<file path="src/rtl/rxfmt_pkg.sv">
package rxfmt_pkg;

    localparam int PAGE_BYTES     = 2048;
    localparam int AW             = $clog2(PAGE_BYTES);
    localparam int LEN_W          = 16;
    localparam int MIN_PAYLOAD    = 64;
    localparam int HDR_BYTES      = 4;
    localparam int CRC_BYTES      = 4;
    localparam int TAIL_BYTES     = 2;
    localparam int ODD_STATUS_BIT = 12;
    localparam logic [7:0] ODD_MARK = 8'h20;
    localparam int PAD_END        = HDR_BYTES + MIN_PAYLOAD;

    typedef enum logic [3:0] {
        S_IDLE, S_ALLOC, S_HDR, S_DATA, S_PAD, S_CRC, S_TAIL, S_DONE, S_DRAIN
    } phase_t;

    typedef struct packed {
        logic [LEN_W-1:0] len;
        logic             odd;
        logic             add_crc;
        logic [15:0]      count;
        logic [15:0]      status;
        logic             fits;
    } plan_t;

    function automatic plan_t build_plan(input logic [LEN_W-1:0] len, input logic strip);
        plan_t p;
        logic [LEN_W:0] padded;
        logic [LEN_W:0] even;
        logic [LEN_W:0] cnt;
        padded = (len < LEN_W'(MIN_PAYLOAD)) ? (LEN_W+1)'(MIN_PAYLOAD) : {1'b0, len};
        even   = {padded[LEN_W:1], 1'b0};
        cnt    = even + (LEN_W+1)'(HDR_BYTES + TAIL_BYTES)
               + (strip ? '0 : (LEN_W+1)'(CRC_BYTES));
        p.len     = len;
        p.odd     = padded[0];
        p.add_crc = !strip;
        p.count   = cnt[15:0];
        p.status  = 16'(padded[0]) << ODD_STATUS_BIT;
        p.fits    = (cnt <= (LEN_W+1)'(PAGE_BYTES));
        return p;
    endfunction

endpackage

</file>
<file path="src/rtl/rxfmt_plan.sv">
module rxfmt_plan
    import rxfmt_pkg::*;
(
    input  logic             clk,
    input  logic             rst,
    input  logic             load,
    input  logic [LEN_W-1:0] len,
    input  logic             strip,
    output plan_t            plan_now,
    output plan_t            plan_q
);
    assign plan_now = build_plan(len, strip);

    always_ff @(posedge clk) begin
        if (rst)       plan_q <= '0;
        else if (load) plan_q <= plan_now;
    end
endmodule

</file>
<file path="src/rtl/rxfmt_bytesel.sv">
module rxfmt_bytesel
    import rxfmt_pkg::*;
(
    input  phase_t      phase,
    input  logic [1:0]  sub,
    input  plan_t       plan,
    input  logic [7:0]  in_data,
    input  logic [31:0] crc_value,
    input  logic [7:0]  last_byte,
    output logic [7:0]  wr_byte
);
    always_comb begin
        wr_byte = 8'h00;
        case (phase)
            S_HDR: begin
                case (sub)
                    2'd0:    wr_byte = plan.status[7:0];
                    2'd1:    wr_byte = plan.status[15:8];
                    2'd2:    wr_byte = plan.count[7:0];
                    default: wr_byte = plan.count[15:8];
                endcase
            end
            S_DATA:  wr_byte = in_data;
            S_CRC:   wr_byte = crc_value[8*sub +: 8];
            S_TAIL: begin
                if (sub == 2'd0) wr_byte = plan.odd ? last_byte : 8'h00;
                else             wr_byte = plan.odd ? ODD_MARK  : 8'h00;
            end
            default: wr_byte = 8'h00;
        endcase
    end
endmodule

</file>
<file path="src/rtl/rxfmt_seq.sv">
module rxfmt_seq
    import rxfmt_pkg::*;
#(
    parameter int PG_W = 4
) (
    input  logic            clk,
    input  logic            rst,
    input  logic            fr_start,
    input  logic            store_ok,
    input  plan_t           plan_q,
    input  logic            in_valid,
    input  logic [7:0]      in_data,
    input  logic            pg_grant,
    input  logic            pg_fail,
    input  logic [PG_W-1:0] pg_num,
    output logic            fr_ready,
    output logic            in_ready,
    output logic            pg_req,
    output logic            wr_en,
    output logic [AW-1:0]   wr_addr,
    output logic [PG_W-1:0] page_q,
    output phase_t          phase,
    output logic [1:0]      sub,
    output logic [7:0]      last_byte,
    output logic            done
);
    phase_t           state;
    logic [AW:0]      addr_q;
    logic [LEN_W-1:0] pcnt;
    logic [LEN_W-1:0] last_idx;
    logic             capture;

    assign last_idx = plan_q.len - LEN_W'(1);
    assign wr_addr  = addr_q[AW-1:0];
    assign phase    = state;

    always_comb begin
        fr_ready = 1'b0;
        in_ready = 1'b0;
        pg_req   = 1'b0;
        wr_en    = 1'b0;
        done     = 1'b0;
        capture  = 1'b0;
        case (state)
            S_IDLE:                fr_ready = 1'b1;
            S_ALLOC:               pg_req   = 1'b1;
            S_HDR, S_CRC, S_TAIL:  wr_en    = 1'b1;
            S_DATA: begin
                in_ready = 1'b1;
                capture  = plan_q.odd && (pcnt == last_idx);
                wr_en    = in_valid && !capture;
            end
            S_PAD:   wr_en    = (addr_q < (AW+1)'(PAD_END));
            S_DRAIN: in_ready = 1'b1;
            S_DONE:  done     = 1'b1;
            default: ;
        endcase
    end

    always_ff @(posedge clk) begin
        if (rst) begin
            state     <= S_IDLE;
            addr_q    <= '0;
            pcnt      <= '0;
            sub       <= '0;
            page_q    <= '0;
            last_byte <= '0;
        end else begin
            case (state)
                S_IDLE: if (fr_start) begin
                    pcnt  <= '0;
                    state <= store_ok ? S_ALLOC : S_DRAIN;
                end
                S_ALLOC: begin
                    if (pg_grant) begin
                        page_q <= pg_num;
                        addr_q <= '0;
                        sub    <= '0;
                        state  <= S_HDR;
                    end else if (pg_fail) begin
                        state <= S_DRAIN;
                    end
                end
                S_HDR: begin
                    addr_q <= addr_q + 1'b1;
                    sub    <= sub + 1'b1;
                    if (sub == 2'd3) state <= S_DATA;
                end
                S_DATA: if (in_valid) begin
                    pcnt <= pcnt + 1'b1;
                    if (capture) last_byte <= in_data;
                    if (wr_en)   addr_q <= addr_q + 1'b1;
                    if (pcnt == last_idx) state <= S_PAD;
                end
                S_PAD: begin
                    if (wr_en) addr_q <= addr_q + 1'b1;
                    else begin
                        sub   <= '0;
                        state <= plan_q.add_crc ? S_CRC : S_TAIL;
                    end
                end
                S_CRC: begin
                    addr_q <= addr_q + 1'b1;
                    sub    <= sub + 1'b1;
                    if (sub == 2'd3) state <= S_TAIL;
                end
                S_TAIL: begin
                    addr_q <= addr_q + 1'b1;
                    sub    <= sub + 1'b1;
                    if (sub == 2'd1) state <= S_DONE;
                end
                S_DONE: state <= S_IDLE;
                S_DRAIN: if (in_valid) begin
                    pcnt <= pcnt + 1'b1;
                    if (pcnt == last_idx) state <= S_IDLE;
                end
                default: state <= S_IDLE;
            endcase
        end
    end

    // completion is a single-cycle pulse
    a_r10_push_single: assert property (@(posedge clk) disable iff (rst)
        done |=> !done);

    // consecutive writes of a frame step the address by one
    a_r11_addr_step: assert property (@(posedge clk) disable iff (rst)
        wr_en |=> addr_q == $past(addr_q) + 1'b1);

    // only frames that fit reach the header phase
    a_r7_stored_fits: assert property (@(posedge clk) disable iff (rst)
        (state == S_HDR) |-> plan_q.fits);

    // bytes written equal the planned count at completion
    a_r5_count_at_push: assert property (@(posedge clk) disable iff (rst)
        done |-> ({{(15-AW){1'b0}}, addr_q} == plan_q.count));

    // a refused page drains the frame
    a_r3_fail_drains: assert property (@(posedge clk) disable iff (rst)
        (state == S_ALLOC && pg_fail && !pg_grant) |=> (state == S_DRAIN));

    // padding completes before CRC and tail
    a_r6_min_payload: assert property (@(posedge clk) disable iff (rst)
        (state == S_CRC || state == S_TAIL) |-> addr_q >= (AW+1)'(PAD_END));
endmodule

</file>
<file path="src/rtl/rx_frame_fmt.sv">
module rx_frame_fmt
    import rxfmt_pkg::*;
#(
    parameter int PG_W = 4
) (
    input  logic            clk,
    input  logic            rst,
    input  logic            ctl_rx_en,
    input  logic            ctl_soft_rst,
    input  logic            ctl_strip_crc,
    input  logic            fr_start,
    input  logic [15:0]     fr_len,
    output logic            fr_ready,
    input  logic            in_valid,
    input  logic [7:0]      in_data,
    output logic            in_ready,
    input  logic [31:0]     crc_value,
    output logic            pg_req,
    input  logic            pg_grant,
    input  logic            pg_fail,
    input  logic [PG_W-1:0] pg_num,
    output logic            wr_en,
    output logic [PG_W-1:0] wr_page,
    output logic [10:0]     wr_addr,
    output logic [7:0]      wr_data,
    output logic            rxq_push,
    output logic [PG_W-1:0] rxq_page,
    output logic            rx_event
);
    plan_t      plan_now;
    plan_t      plan_q;
    phase_t     phase;
    logic [1:0] sub;
    logic [7:0] last_byte;
    logic       done;
    logic       store_ok;
    logic [PG_W-1:0] page_q;

    assign store_ok = ctl_rx_en && !ctl_soft_rst && plan_now.fits;

    rxfmt_plan u_plan (
        .clk      (clk),
        .rst      (rst),
        .load     (fr_start && fr_ready),
        .len      (fr_len),
        .strip    (ctl_strip_crc),
        .plan_now (plan_now),
        .plan_q   (plan_q)
    );

    rxfmt_seq #(.PG_W(PG_W)) u_seq (
        .clk       (clk),
        .rst       (rst),
        .fr_start  (fr_start),
        .store_ok  (store_ok),
        .plan_q    (plan_q),
        .in_valid  (in_valid),
        .in_data   (in_data),
        .pg_grant  (pg_grant),
        .pg_fail   (pg_fail),
        .pg_num    (pg_num),
        .fr_ready  (fr_ready),
        .in_ready  (in_ready),
        .pg_req    (pg_req),
        .wr_en     (wr_en),
        .wr_addr   (wr_addr),
        .page_q    (page_q),
        .phase     (phase),
        .sub       (sub),
        .last_byte (last_byte),
        .done      (done)
    );

    rxfmt_bytesel u_sel (
        .phase     (phase),
        .sub       (sub),
        .plan      (plan_q),
        .in_data   (in_data),
        .crc_value (crc_value),
        .last_byte (last_byte),
        .wr_byte   (wr_data)
    );

    assign wr_page  = page_q;
    assign rxq_push = done;
    assign rxq_page = page_q;
    assign rx_event = done;

    // idle block neither writes nor requests
    a_r1_idle_quiet: assert property (@(posedge clk) disable iff (rst)
        fr_ready |-> (!wr_en && !pg_req && !rxq_push));

    // idle follows completion
    a_r10_ready_after_push: assert property (@(posedge clk) disable iff (rst)
        rxq_push |=> fr_ready);
endmodule

</file>
<file path="config.mk">
export PLATFORM = sky130hd
export DESIGN_NAME = rx_frame_fmt
export DESIGN_NICKNAME = d
export VERILOG_FILES = /design/src/rtl/rxfmt_pkg.sv /design/src/rtl/rxfmt_plan.sv /design/src/rtl/rxfmt_bytesel.sv /design/src/rtl/rxfmt_seq.sv /design/src/rtl/rx_frame_fmt.sv
export SDC_FILE = /design/constraint.sdc
export NUM_CORES = 1
export LEC_CHECK = 0
export BUFFER_PORTS_ARGS = -buffer_cell sky130_fd_sc_hd__buf_2
export CORE_MARGIN = 2
export CORE_UTILIZATION = 59
export CTS_BUF_LIST = sky130_fd_sc_hd__clkbuf_8
export DETAILED_ROUTE_END_ITERATION = 10
export GPL_TIMING_DRIVEN = 1
export MAX_ROUTING_LAYER = met4
export PLACE_DENSITY_LB_ADDON = 0.2
export SLEW_MARGIN = 20
export SYNTH_ARGS = -nofsm -noshare
export SYNTH_HDL_FRONTEND = slang
export SYNTH_HIERARCHICAL = 1
export SYNTH_SLANG_ARGS = --single-unit
</file>
<file path="constraint.sdc">
create_clock -name clk -period 4.9 [get_ports clk]
set_input_delay 1.225 -clock clk [delete_from_list [all_inputs] [get_ports clk]]
set_output_delay 1.225 -clock clk [all_outputs]
set_load 0.1 [all_outputs]
</file>
==> results by group <==
Cells and area
  • Layout cell share with drive strength beyond 1: roughly 22%
  • Final Util: 66.69%
  • Most common cell after layout, fill and taps aside: sky130_fd_sc_hd__buf_2
  • Area growth from synthesis to layout: 10.50%
  • Number of diodes: 0
  • Layout Cell Area excl Fill: 6133 um2
  • Nets: 780
  • Most frequent cells in the layout: 101 x sky130_fd_sc_hd__buf_2, 86 x sky130_fd_sc_hd__nor2_1, 78 x sky130_fd_sc_hd__dfxtp_1

CTS
  • Clock-pin slew of the registers on the worst-case setup and hold paths: ~0.09 ns
  • Inserted Clock Buffers: 9
  • Number of H-tree branching levels: 3
  • Worst skew pair latency: 0.36 ns
  • Buffer type at the clock tree root: sky130_fd_sc_hd__clkbuf_8
  • Post-CTS Setup Bufs: 0
  • Max Root-Sink Buffers: 2
  • Number of buffers inserted for hold repair after clock tree synthesis: 0
  • Number of clock sinks seen by CTS: between 70 and 80
  • Number of gates given a new drive strength after cts: 0
  • Clock tree from TritonCTS: yes

Worst setup path
  • Arrival time at the worst endpoint: approximately 3.4 ns
  • R2R Path Start: u_plan/plan_q[37]
  • Crit Path Category: flop to primary output
  • Critical path endpoint category: primary output
  • Worst-case register-to-register setup slack: 1.56 ns
  • CP Launch Type: flop
  • Launch point of the worst path: u_plan/plan_q[35]
  • Critical path peak fanout: 10
  • Req. time, crit path: around 3.7 ns
  • Sequence of cells on the critical path: nor4_1 -> a31oi_1 -> o21bai_1 -> a31oi_1 -> nor3_1 -> a21oi_2 -> buf_2
  • Cell with the largest stage delay on the worst path: sky130_fd_sc_hd__nor4_1
  • Most common cell on crit path: sky130_fd_sc_hd__a31oi_1
  • CP peak stage delay: roughly 0.7 ns

Timing
  • Post-Route Setup TNS: 0 ns
  • Transition time at the pin with the least slew margin: ~1.0 ns
  • Skew final: approximately 0.013 ns
  • Max Freq: between 200 and 250 MHz
  • Share of the cycle needed by the critical path after routing: 94.29%
  • Max-slew headroom at the worst pin: roughly a third
  • Number of endpoints failing setup at the final stage: 0
  • Final Max Slew Viols: 0
  • Final worst setup slack: approximately 0.28 ns
  • Period minus WS final: 4.620 ns
  • Final Hold Fails: 0
  • Post-route worst hold slack: 0.4787 ns
  • Unrepaired setup endpoints after global routing: false

Routing
  • Count of nets left with antenna violations after detail routing: 0
  • Iteration-0 DRC count of the detailed router: roughly 330
  • Drt wl/cell: between 15 and 20 um
  • Total Wirelength: about 14 mm
  • Via count of the routed design: slightly below 5000
  • Number of optimization iterations in the first detailed-route pass: 5
  • Via/cell ratio: 5.945
  • DRC viols: 0

Synthesis
  • Post-synthesis average cell area: 8.700 um2
  • Post-synthesis instance total: about 640
  • Synth warn: 6
  • Post-synthesis instance area: around 5600 um2

Pwr
  • Max VDD drop: between 0.0002 and 0.00025 V
  • Standby leakage power: 0.002446 uW
  • Total power per unit cell area: between 400 and 500 nW/um2

Place
  • Area post-placement: about 5900 um2
  • DPL Wire Length: 9.702 mm
  • Post-Place Worst Slack: roughly 0.25 ns
  • Final weighted congestion of routability-driven global placement: 0.9337
  • Port Buf Inserts: between 100 and 150

Status
  • Outcome: completed

Worst hold path
  • Beginning of the worst hold path: u_plan/plan_q[24]
  • Path type of the worst min-delay path: flop to flop

Die
  • I/O Pins: just over 100
  • Die area: 10200 um2
  • Die height: 101.0 um
  • Core area: just over 9000 um2
  • Starting density of the core: 60.35%
  • Std cell rows: 35
  • Die X-Extent: 101.0 um

Global routing
  • First-pass GRT wire length: between 20 and 25 mm
  • Number of global-route vias before repair: roughly 4400
  • Global routing usage summed across all routing layers: between 20% and 30%
  • Pin count of the biggest net entering global routing: around 70
  • Antenna violations before repair: 0
  • Leftover overflow at the end of global routing: 0

Job
  • Count of max-cap constraint violations: 0
through the flow:
step | power [uW] | cells
finish | 2778 | 818
global route | 2929 | 818
CTS | 2777 | 818
detailed placement | 2158 | 802
global placement | 2128 | 802
floorplan | 1961 | 653
where the power goes:
group	switching (uW)	internal, uW
registers	149	729
clock network	251	367
logic	842	441
sequential cells by signal (all words and copies together) (netlist names):
signal and count:
u_plan/plan_q 33, u_seq/pcnt 16, u_seq/addr_q 12, u_seq/last_byte 8, u_seq/page_q 4, u_seq/phase 4, u_seq/sub 2
layer usage:
metal	part of all wire, %	global-route usage, %	up-vias	wire, um
li1	-	-	2392	-
met5	0	-	-	0
met3	5.5	4.022	20	744
met2	48	42.87	166	6464
met4	1.6	8.316	0	212
met1	45	37.04	2285	6126
layout make-up:
type	instances	area (um2)
Inverter	20	75.07
Clock inverter	5	103.9
Fill cell	793	3063
Timing Repair Buffer	108	558.0
Sequential cell	79	1583
Tap cell	111	138.9
Clock buffer	11	151.4
Multi-Input combinational cell	484	3523
worst max-delay path, delay by kind of cell (launching register included):
kind / cells / cell delay (ns)
buffers and inverters: 1 / 0.52
DFF: 1 / 0.38
AOI/OAI and AO/OA: 4 / 1.29
and+or+nand+nor: 2 / 0.85
path summary, 6_finish.rpt:
path,endpoint,cells past startpoint
worst max-delay path,wr_en,7
worst min-delay path,u_plan/plan_q[24],2
worst max register to register,u_seq/last_byte[3],8
worst min register to register,u_plan/plan_q[24],2
(Power assumes the default switching activity.)
